<file path="config.mk">
export PLATFORM = sky130hd
export DESIGN_NAME = smooth_wrap_act
export DESIGN_NICKNAME = d
export VERILOG_FILES = /design/src/rtl/swa_pkg.sv /design/src/rtl/swa_rst_sync.sv /design/src/rtl/swa_fold.sv /design/src/rtl/swa_bend.sv /design/src/rtl/smooth_wrap_act.sv
export SDC_FILE = /design/constraint.sdc
export NUM_CORES = 1
export LEC_CHECK = 0
export CAP_MARGIN = 20
export CORE_MARGIN = 5
export CORE_UTILIZATION = 42
export DETAILED_ROUTE_END_ITERATION = 8
export PLACE_DENSITY = 0.75
export SLEW_MARGIN = 15
export SYNTH_ARGS = -nofsm -noshare
export SYNTH_HDL_FRONTEND = slang
export SYNTH_SLANG_ARGS = --single-unit
export TNS_END_PERCENT = 100
</file>
<file path="constraint.sdc">
create_clock -name clk -period 0.8 [get_ports clk]
set_input_delay 0.24 -clock clk [delete_from_list [all_inputs] [get_ports clk]]
set_output_delay 0.24 -clock clk [all_outputs]
set_load 0.01 [all_outputs]
</file>
<file path="src/rtl/swa_pkg.sv">
package swa_pkg;
  typedef enum logic [1:0] {
    REG_MID  = 2'd0,
    REG_HIGH = 2'd1,
    REG_LOW  = 2'd2
  } swa_region_e;
endpackage

</file>
<file path="src/rtl/swa_rst_sync.sv">
module swa_rst_sync #(
  parameter int STAGES = 2
) (
  input  logic clk,
  input  logic rst_n,
  output logic rst_sync_n
);
  logic [STAGES-1:0] chain_q;
  logic [STAGES-1:0] chain_d;

  generate
    if (STAGES == 1) begin : g_one
      always_comb chain_d = 1'b1;
    end else begin : g_many
      always_comb chain_d = {chain_q[STAGES-2:0], 1'b1};
    end
  endgenerate

  always_ff @(posedge clk or negedge rst_n) begin
    if (!rst_n) chain_q <= '0;
    else        chain_q <= chain_d;
  end

  assign rst_sync_n = chain_q[STAGES-1];
endmodule

</file>
<file path="src/rtl/swa_fold.sv">
module swa_fold #(
  parameter int IN_W  = 16,
  parameter int ACC_W = 8
) (
  input  logic                    clk,
  input  logic                    rst_n,
  input  logic                    in_valid,
  input  logic signed [IN_W-1:0]  in_z,
  output logic                    fold_valid,
  output logic signed [ACC_W-1:0] fold_m
);
  localparam logic [ACC_W-1:0] HALF = ACC_W'(1) << (ACC_W - 1);

  logic [ACC_W-1:0]        shifted;
  logic signed [ACC_W-1:0] m_d;
  logic                    valid_q;
  logic signed [ACC_W-1:0] m_q;

  // add half a period, keep the low bits (the modulo), remove the offset
  always_comb begin
    shifted = in_z[ACC_W-1:0] + HALF;
    m_d     = $signed(shifted - HALF);
  end

  always_ff @(posedge clk or negedge rst_n) begin
    if (!rst_n) begin
      valid_q <= 1'b0;
      m_q     <= '0;
    end else begin
      valid_q <= in_valid;
      if (in_valid) m_q <= m_d;
    end
  end

  assign fold_valid = valid_q;
  assign fold_m     = m_q;
endmodule

</file>
<file path="src/rtl/swa_bend.sv">
module swa_bend
  import swa_pkg::*;
#(
  parameter int ACC_W = 8,
  parameter int SLOPE = 2
) (
  input  logic                    clk,
  input  logic                    rst_n,
  input  logic                    in_valid,
  input  logic signed [ACC_W-1:0] m_in,
  output logic                    out_valid,
  output logic signed [ACC_W-1:0] act_out
);
  localparam int WW    = ACC_W + $clog2(SLOPE + 2) + 2;
  localparam int THR_I = SLOPE * (1 << (ACC_W - 1));
  localparam logic signed [WW-1:0] THR = WW'(THR_I);
  localparam logic signed [WW-1:0] KS  = WW'(SLOPE);
  localparam logic signed [WW-1:0] K1  = WW'(SLOPE + 1);

  logic signed [WW-1:0]    m_ext;
  logic signed [WW-1:0]    m_scaled;
  logic signed [WW-1:0]    bent_hi;
  logic signed [WW-1:0]    bent_lo;
  swa_region_e             region;
  logic signed [ACC_W-1:0] act_d;
  logic                    valid_q;
  logic signed [ACC_W-1:0] act_q;

  always_comb begin
    m_ext    = WW'(m_in);
    m_scaled = m_ext * K1;
    bent_hi  = THR - m_ext * KS;
    bent_lo  = -THR - m_ext * KS;
    if (m_scaled > THR)       region = REG_HIGH;
    else if (m_scaled < -THR) region = REG_LOW;
    else                      region = REG_MID;
    unique case (region)
      REG_HIGH: act_d = bent_hi[ACC_W-1:0];
      REG_LOW:  act_d = bent_lo[ACC_W-1:0];
      default:  act_d = m_in;
    endcase
  end

  always_ff @(posedge clk or negedge rst_n) begin
    if (!rst_n) begin
      valid_q <= 1'b0;
      act_q   <= '0;
    end else begin
      valid_q <= in_valid;
      if (in_valid) act_q <= act_d;
    end
  end

  assign out_valid = valid_q;
  assign act_out   = act_q;

  // identity region passes m through
  p_ident_r2: assert property (@(posedge clk) disable iff (!rst_n)
    (in_valid && region == REG_MID) |=> (act_q == $past(m_in)));

  // upper bend lands in [0, m)
  p_upper_r3: assert property (@(posedge clk) disable iff (!rst_n)
    (in_valid && region == REG_HIGH) |=>
      (act_q >= 0 && act_q < $past(m_in)));

  // lower bend lands in (m, 0]
  p_lower_r4: assert property (@(posedge clk) disable iff (!rst_n)
    (in_valid && region == REG_LOW) |=>
      (act_q <= 0 && act_q > $past(m_in)));

  // result only moves together with a valid flag
  p_hold_r8: assert property (@(posedge clk) disable iff (!rst_n)
    !$stable(act_q) |-> valid_q);
endmodule

</file>
<file path="src/rtl/smooth_wrap_act.sv">
module smooth_wrap_act #(
  parameter int IN_W  = 16,
  parameter int ACC_W = 8,
  parameter int SLOPE = 2
) (
  input  logic                    clk,
  input  logic                    rst_n,
  input  logic                    in_valid,
  input  logic signed [IN_W-1:0]  in_z,
  output logic                    out_valid,
  output logic signed [ACC_W-1:0] out_act
);
  localparam int SYNC_STAGES = 2;

  logic                    rst_q_n;
  logic                    s1_valid;
  logic signed [ACC_W-1:0] s1_m;

  swa_rst_sync #(.STAGES(SYNC_STAGES)) u_rst (
    .clk        (clk),
    .rst_n      (rst_n),
    .rst_sync_n (rst_q_n)
  );

  swa_fold #(.IN_W(IN_W), .ACC_W(ACC_W)) u_fold (
    .clk        (clk),
    .rst_n      (rst_q_n),
    .in_valid   (in_valid),
    .in_z       (in_z),
    .fold_valid (s1_valid),
    .fold_m     (s1_m)
  );

  swa_bend #(.ACC_W(ACC_W), .SLOPE(SLOPE)) u_bend (
    .clk       (clk),
    .rst_n     (rst_q_n),
    .in_valid  (s1_valid),
    .m_in      (s1_m),
    .out_valid (out_valid),
    .act_out   (out_act)
  );

  // each stage delays valid by exactly one cycle
  p_stage1_lat_r6: assert property (@(posedge clk) disable iff (!rst_q_n)
    s1_valid == $past(in_valid));

  p_stage2_lat_r6: assert property (@(posedge clk) disable iff (!rst_q_n)
    out_valid == $past(s1_valid));
endmodule

</file>
==> results of run 1 <==
## critical path, stage by stage, from the launching register on
cell and delay [ps]:
dfrtp_1 430, inv_2 130, ha_4 230, buf_6 120, fa_2 410, a21o_4 230
nand4_1 120, buf_4 130, a21o_1 150, mux2i_4 90, buf_4 170, o2111ai_1 220
o221ai_2 120
## power breakdown
group | total [mW] | internal (mW) | switching [mW] | leakage, nW
logic | 2.27 | 1.19 | 1.08 | 0.833
clock network | 1.03 | 0.668 | 0.364 | 0.0357
registers | 1.26 | 1.16 | 0.100 | 0.242
## layout make-up
type,count,area (um^2)
Clock buffer,3,41.3
Clock inverter,1,30.0
Fill cell,295,1200
Inverter,15,63.8
Multi-Input combinational cell,111,1120
Sequential cell,20,502
Tap cell,48,60.1
Timing Repair Buffer,73,583
## stage by stage
step | hold WS (ps) | setup slack (ps) | std cells
floorplan | -55.6 | -1850 | 151
global placement | 203 | -1850 | 254
detailed placement | 204 | -1920 | 254
CTS | 137 | -1920 | 266
global route | 138 | -1990 | 271
finish | 137 | -1880 | 271
## timing repair
| action | CTS | global route |
|---|---|---|
| gates resized for setup | 60 | 15 |
| pin swaps | 11 | 2 |
| cloned | 0 | 0 |
| buffers inserted | 10 | 6 |
| setup endpoints to repair | 26 | 26 |
## routing by layer
| layer | share of wire | global-route usage | up-vias |
|---|---|---|---|
| met5 | 0 | 0 | - |
| met4 | 0.0074 | 0.0298 | 0 |
| met3 | 0.027 | 0.0230 | 2 |
| met2 | 0.55 | 0.333 | 24 |
| met1 | 0.42 | 0.188 | 684 |
| li1 | - | - | 697 |
## flip-flops by register name, indices dropped and copies added, names as in the netlist
| signal | count |
|---|---|
| u_bend.out_valid | 1 |
| u_fold.fold_m | 8 |
| u_fold.fold_valid | 1 |
| u_rst.chain_q | 2 |
| u_bend.act_out | 8 |
## Yosys cell counts (3+ instances only)
library cell  number  share of area
dfrtp_1           20           0.33
ha_1              19           0.16
nand2_1           17          0.042
inv_1             14          0.034
o2111ai_1          8          0.046
o21ai_0            8          0.026
and2_1             5          0.020
o221ai_2           5          0.049
a21o_1             4          0.020
a21oi_1            3         0.0098
xnor2_1            3          0.017
xor2_1             3          0.017
## cell families (layout without fill, tap and decap cells)
family,after synthesis,after routing
and+or+nand+nor,35,35
adders and majority gates,20,20
buffers and inverters,20,92
other,1,1
AOI/OAI and AO/OA,46,46
xor gates and xnor gates,6,6
muxes,3,3
DFF,20,20
## worst paths after layout
path	start	to	slack, ps	cells after the start
min	rst_n	u_rst.chain_q[1]	140	1
min in group clk	u_rst.chain_q[0]	u_rst.chain_q[1]	370	0
max reg2reg	u_fold.fold_m[2]	u_bend.act_out[4]	-1880	12
max	u_fold.fold_m[2]	u_bend.act_out[4]	-1880	12
max in group asynchronous	u_rst.chain_q[1]	u_fold.fold_valid	380	1
min reg2reg	u_rst.chain_q[1]	u_fold.fold_m[0]	190	1
==> impl_metrics.toml, run 1 <==
[run_status]
status = "complete, but fails checks"
violations = "setup timing"

[global_route]
grt_pass1_vias = 1479
antenna_found_initial = 0
grt_pass1_wl_mm = 6.73
gr-total-overflow = 0
grt_max_degree = 19
grtUsageTotal = 0.168

[setup_path]
worstSetupPathType = "reg2reg"
cp-end-kind = "register"
cp.required_ps = 930
path_max_fanout = 6
arrival_ps = 2810
critPathLaunchType = "register"

[layout]
final_layout_size_suffix_gt1_frac = 0.489
mostFrequentLayoutCell = "buf_4"
syn_to_final_growth_pct = 56.7
finish.utilization = 0.666
fin_nets = 263
final_cell_mix = "buf_4, dfrtp_1, nand2_1"
stdcell_area_um2 = 2400
diodes = 0

[run]
maxCapViolCount = 0

[drt]
vias = 1407
drt_iter0_markers = 65
wl_mm = 4.07
wl_per_cell_um = 15.0
dr.pass1.iters = 4
ant_nets = 0
viasPerCell = 5.19
drc = 0

[yosys]
ys_seq_area_frac = 0.327
synth_nets = 190
synth_edf_count = 0
synth.distinct_cells = 50
synth_area_um2 = 1530
synthMuxAreaShare = 0.0229
yosys.area_share.xor_xnor = 0.0343
async_flop_share = 1.00
yosys_register_bits = 20
synth_top_family_by_area = "compound AO/OA/AOI/OAI gates"
synth_compound_area_frac = 0.269
ys.flop_type = "dfrtp_1"
synthSimpleGateAreaFrac = 0.114
synth_cells = 151
yosysWarnings = 0
syn_area_per_cell_um2 = 10.2
synthAdderAreaFrac = 0.168

[sta]
fin_ws_ps = -1880
hold_viol = 0
timing.final.crit_period_ps = 2680
setup_violations = 22
fmax_mhz = 373
skew_ps = 7.61
rsz0062_at_grt = "true"
post-route-period-util = 3.35
finalSetupTns_ps = -17100
finalMaxSlewViolations = 0

[power_and_ir_drop]
totalPowerFinal_mw = 4.56
peakVddDrop_mv = 1.47
cellPowerDensity_nw_per_um2 = 1900
p_leak_nw = 1.11

[die]
dieArea_um2 = 4960
ios = 28
coreArea_um2 = 3610
core.rowCount = 22
die_w_um = 70.4
die_y_um = 70.4
start_util = 0.425

[cts]
root_buffer = "clkbuf_8"
cts_tree = "done"
clk_pin_slew_ps = 80
cts_hold_buf = 0
clock_sinks = 20
clock_insertion_delay_worst_skew_ps = 260
cts_buffers = 3
htreeDepth = 1
clockBufferDepth = 2

[placed_design]
placed_area_um2 = 2150
gp_congestion = 0.862
port_buffers = 19
dp.final_hpwl_mm = 3.10

[min_path]
hold_path.class = "in2async"
Note: power is estimated with default switching activity, not from simulation.
==> run 2, diff against run 1 <==
--- a/config.mk
+++ b/config.mk
@@ -9,9 +9,10 @@
 export CORE_MARGIN = 5
 export CORE_UTILIZATION = 42
 export DETAILED_ROUTE_END_ITERATION = 8
-export PLACE_DENSITY = 0.75
+export PLACE_DENSITY = 0.76
 export SLEW_MARGIN = 15
 export SYNTH_ARGS = -nofsm -noshare
 export SYNTH_HDL_FRONTEND = slang
+export SYNTH_HIERARCHICAL = 1
 export SYNTH_SLANG_ARGS = --single-unit
 export TNS_END_PERCENT = 100
==> run 2 against run 1 <==
  * The flow still finishes with violations (setup timing)
  * Hold slack worse by 44 ps
  * Total power fell by 3.9%
  * Final area down 11%
  * Non-clock buffer count is 13 lower
  * Critical endpoint is now u_bend/act_out[6]
  * Largest cell class unchanged
  * Highest routed layer unchanged
==> impl_metrics.toml, run 2 <==
[drt]
wl_per_cell_um = 16.6
vias = 1260
drt_iter0_markers = 88
drc = 0
ant_nets = 0
wl_mm = 3.97
dr.pass1.iters = 4
viasPerCell = 5.27

[cts]
cts_tree = "done"
clockBufferDepth = 2
root_buffer = "clkbuf_4"
htreeDepth = 1
cts_buffers = 3
cts_hold_buf = 0
clock_sinks = 20
clock_insertion_delay_worst_skew_ps = 300
clk_pin_slew_ps = 120

[layout]
final_layout_size_suffix_gt1_frac = 0.440
fin_nets = 232
diodes = 0
syn_to_final_growth_pct = 50.4
mostFrequentLayoutCell = "buf_4"
final_cell_mix = "buf_4, dfrtp_1, ha_1"

[yosys]
yosysWarnings = 6
ys_seq_area_frac = 0.351
synth_area_leaders = "dfrtp_1, ha_1, mux2_4"
yosysMostFrequentCell = "dfrtp_1"
synth_top_family_by_area = "compound AO/OA/AOI/OAI gates"
synth.distinct_cells = 37
synthSimpleGateAreaFrac = 0.112
yosys.area.top_type = "dfrtp_1"
synth_edf_count = 0
synthAdderAreaFrac = 0.172
synth_area_um2 = 1420
synth_nets = 170
synth_commonest_cells = "dfrtp_1, ha_1, nor2_1, inv_1, nand3_1"
yosys_register_bits = 20
async_flop_share = 1.00
yosys.area_share.xor_xnor = 0.0431
synthDominantCellAreaShare = 0.351
synth_compound_area_frac = 0.187
synthMuxAreaShare = 0.0914
syn_area_per_cell_um2 = 10.8
synth_cells = 132
ys.flop_type = "dfrtp_1"

[power_and_ir_drop]
totalPowerFinal_mw = 4.39
cellPowerDensity_nw_per_um2 = 2050
p_leak_nw = 1.01
peakVddDrop_mv = 1.49

[placed_design]
gp_congestion = 0.886
port_buffers = 19
dp.final_hpwl_mm = 2.81

[sta]
finalMaxSlewViolations = 0
fmax_mhz = 363
timing.final.crit_period_ps = 2760
fin_ws_ps = -1960
rsz0062_at_grt = "true"
setup_violations = 25
skew_ps = 12.9
hold_viol = 0
post-route-period-util = 3.45
finalSetupTns_ps = -19090

[run]
maxCapViolCount = 0

[global_route]
gr-total-overflow = 0
grt_pass1_wl_mm = 6.26
grtUsageTotal = 0.178
grt_pass1_vias = 1356
antenna_found_initial = 0
grt_max_degree = 19

[min_path]
hold_path.class = "in2async"

[die]
core.rowCount = 21
die_y_um = 68.2
ios = 28
dieArea_um2 = 4650
start_util = 0.430
die_w_um = 68.2
coreArea_um2 = 3310

[setup_path]
cp_slowest_cell = "o41ai_4"
critPathLaunchType = "register"
cp_num_buf_inv = 2
worstSetupPathType = "reg2reg"
worstPathCellList = "inv_2 -> ha_1 -> ha_1 -> or2_1 -> and3_4 -> o41ai_4 -> buf_4 -> a311oi_4 -> o21ai_1 -> a31oi_1"
path_max_fanout = 7
crit_top_cell = "ha_1"
cp-end-kind = "register"
path_delay_family = "compound AO/OA/AOI/OAI gates"
max_stage_delay_ps = 430
cp.required_ps = 970
arrival_ps = 2930

[run_status]
status = "complete, but fails checks"
violations = "setup timing"
## run 2: power breakdown
part,internal (mW),total (mW),switching [mW]
combinational,1.18,2.29,1.11
clock,0.507,0.822,0.315
sequential,1.17,1.27,0.108
## run 2: metrics by stage
stage / utilization / setup WS [ps] / area [um^2] / hold slack [ps] / std cells
finish: 0.647 / -1960 / 2140 / 93.7 / 239
global route: 0.647 / -2070 / 2140 / 80.8 / 239
CTS: 0.627 / -1970 / 2070 / 75.1 / 235
detailed placement: 0.577 / -1970 / 1910 / 192 / 225
global placement: 0.577 / -1910 / 1910 / 189 / 225
floorplan: - / -1750 / 1440 / -55.6 / 132
## run 2: timing repair
| item | 4_1_cts | 5_1_grt |
|---|---|---|
| hold endpoints to repair | 0 | 0 |
| setup endpoints to repair | 26 | 25 |
| cloned | 1 | 0 |
| buffers inserted | 6 | 6 |
| pin swaps | 5 | 5 |
| gates resized for setup | 52 | 9 |
## run 2: final timing paths
kind                                   from                 to  slack, ps  depth (start not counted)
setup / recovery           u_fold/fold_m[3]  u_bend/act_out[6]      -1960                         10
hold / removal                        rst_n   u_rst/chain_q[1]         90                          1
setup reg to reg           u_fold/fold_m[3]  u_bend/act_out[6]      -1960                         10
hold reg to reg            u_rst/chain_q[1]   u_fold/fold_m[3]        180                          1
max in group asynchronous  u_rst/chain_q[1]   u_fold/fold_m[5]        400                          1
min in group clk           u_rst/chain_q[0]   u_rst/chain_q[1]        380                          0
## run 2: metal layers
metal | up-vias | GRT usage | routed length [um]
li1 | 601 | - | -
met1 | 622 | 0.199 | 1560
met2 | 28 | 0.348 | 2200
met3 | 9 | 0.0328 | 119
met4 | 0 | 0.0323 | 89
met5 | - | 0 | 0
## run 2: cell type report
cell class | count | area (um^2)
tap | 46 | 57.6
fill | 269 | 1170
timing repair buffer | 60 | 538
inverter | 10 | 37.5
sequential | 20 | 504
clock buffer | 3 | 22.5
multi-input combinational | 99 | 951
clock inverter | 1 | 30.0
## run 2: cell families after synthesis
| kind of cell | after synthesis |
|---|---|
| fa+ha+maj | 19 |
| compound gates | 31 |
| mux | 9 |
| simple gates | 32 |
| xor+xnor | 7 |
| flops | 20 |
| buf+inv | 13 |
| other cells | 1 |
==> run 3, diff against run 2 <==
--- a/config.mk
+++ b/config.mk
@@ -7,9 +7,9 @@
 export LEC_CHECK = 0
 export CAP_MARGIN = 20
 export CORE_MARGIN = 5
-export CORE_UTILIZATION = 42
+export CORE_UTILIZATION = 39
 export DETAILED_ROUTE_END_ITERATION = 8
-export PLACE_DENSITY = 0.76
+export PLACE_DENSITY = 0.72
 export SLEW_MARGIN = 15
 export SYNTH_ARGS = -nofsm -noshare
 export SYNTH_HDL_FRONTEND = slang
==> constraint.sdc (replaced) <==
create_clock -name clk -period 3.5 [get_ports clk]
set_input_delay 1.05 -clock clk [delete_from_list [all_inputs] [get_ports clk]]
set_output_delay 1.05 -clock clk [all_outputs]
set_load 0.01 [all_outputs]
==> run 3 against run 2 <==
  * The flow now finishes without violations
  * Clock-buffer cell count increased by 1
  * Wire length decreased by 34%
  * Sequential share of layout area increased by 5.7 points
  * Worst setup slack improved by 2400 ps
  * Critical path depth unchanged
  * Sequential power decreased by 76%
  * Hold slack improved by 190 ps
  * Maximum frequency decreased by 9.1%
  * Die area increased by 6.5%
  * Global-route usage decreased by 6.6 points
  * Combinational power decreased by 84%
  * Highest routed layer unchanged
==> impl_metrics.toml, run 3 (same netlist as run 2, synthesis figures left out) <==
[placed_design]
gp_congestion = 0.854
dp.cells = 196
dp.final_hpwl_mm = 2.11
port_buffers = 19

[setup_path]
r2r-start = "u_fold/fold_m[2]"
crit_start = "u_fold/fold_m[2]"
arrival_ps = 3200
critPathLaunchType = "register"
worstSetupPathType = "reg2reg"
path_max_fanout = 7
cp-end-kind = "register"
cp.required_ps = 3660

[power_and_ir_drop]
p_leak_nw = 0.770
cellPowerDensity_nw_per_um2 = 485
peakVddDrop_mv = 0.149

[cts]
clockBufferDepth = 2
cts_buffers = 3
cts_resized = 0
clock_sinks = 20
cts_hold_buf = 0
root_buffer = "clkbuf_8"
clk_pin_slew_ps = 70
post-cts-setup-buffer-count = 0
htreeDepth = 1
clock_insertion_delay_worst_skew_ps = 250
cts_tree = "done"

[global_route]
grtUsageTotal = 0.112
grt_max_degree = 19
grt_pass1_wl_mm = 4.53
gr-total-overflow = 0
grt_pass1_vias = 1011
antenna_found_initial = 0

[sta]
post-route-period-util = 0.867
finalMaxSlewViolations = 0
skew_ps = 3.37
max_slew.worst_pin.slew_ps = 687
finalSetupTns_ps = 0
setup_violations = 0
timing.final.crit_period_ps = 3030
fmax_mhz = 330
relSlewSlack = 0.542
hold_viol = 0
rsz0062_at_grt = "false"

[layout]
fillers = 321
syn_to_final_growth_pct = 20.1
diodes = 0
fin_nets = 191
final_cell_mix = "dfrtp_1, clkdlybuf4s50_1, ha_1"
mostFrequentLayoutCell = "dfrtp_1"
final_cells = 200
final_layout_size_suffix_gt1_frac = 0.138

[die]
core.rowCount = 22
start_util = 0.395
coreArea_um2 = 3610
die_y_um = 70.4
ios = 28
dieArea_um2 = 4960
die_w_um = 70.4

[min_path]
hold_path.class = "reg2async"

[run]
maxCapViolCount = 0

[drt]
wl_mm = 2.63
wl_per_cell_um = 13.1
vias = 1002
dr.pass1.iters = 4
drt_iter0_markers = 65
viasPerCell = 5.01
ant_nets = 0
drc = 0

[run_status]
status = "finished clean"
-- run 3: changes by cell type in the layout (fill, tap and decap cells not counted), sizes merged --
cell           previous run  this run
buf                      49         0
clkdlybuf4s50             9        19
bufbuf                    1         0
bufinv                    1         0
clkbuf                    3         4
dlygate4sd2               1         0
-- run 3: metrics by stage --
step	total power, mW	setup slack, ps	utilization	area, um^2	hold slack (ps)
6_report	0.829	466	0.474	1710	286
5_1_grt	0.885	272	0.474	1710	364
4_1_cts	0.836	452	0.474	1710	308
3_5_place_dp	0.665	488	0.459	1660	294
3_3_place_gp	0.648	554	0.459	1660	285
2_1_floorplan	0.553	813	-	1420	227
-- run 3: path summary, 6_finish.rpt --
| kind | endpoint | slack [ps] | depth (start not counted) |
|---|---|---|---|
| max in group asynchronous | u_rst/chain_q[1] | 2430 | 1 |
| worst min-delay path | u_bend/act_out[0] | 290 | 0 |
| worst max register to register | u_bend/act_out[7] | 470 | 10 |
| worst min register to register | u_bend/act_out[0] | 290 | 0 |
| worst max-delay path | u_bend/act_out[7] | 470 | 10 |
| min in group clk | u_rst/chain_q[1] | 350 | 0 |
-- run 3: report_power, final --
group	internal [mW]	switching, mW
clock	0.0999	0.0684
sequential	0.266	0.0361
combinational	0.176	0.182
total	0.542	0.287
-- run 3: routing by layer --
metal	up-vias	routed length, um	share of wire	GRT usage
met5	-	0	0	0
met4	0	21	0.0080	0.0553
met3	2	60	0.023	0.0173
met2	11	1370	0.52	0.195
met1	478	1170	0.45	0.133
li1	511	-	-	-
-- run 3: critical path: stages (launching register included) --
cell and delay (ps):
dfrtp_1 470, inv_1 90, ha_1 280, ha_1 230
fa_1 400, a21oi_1 280, a2bb2oi_2 230, o21ai_1 110
a311oi_2 490, o21ai_1 150, a31oi_1 220
-- run 3: layout make-up --
cell class                      count  area, um^2  share of cell area
Multi-Input combinational cell     99         867               0.507
Sequential cell                    20         500               0.293
Timing Repair Buffer               19         190               0.111
Tap cell                           48        60.1              0.0351
Clock buffer                        4        55.1              0.0322
Inverter                           10        37.5              0.0219
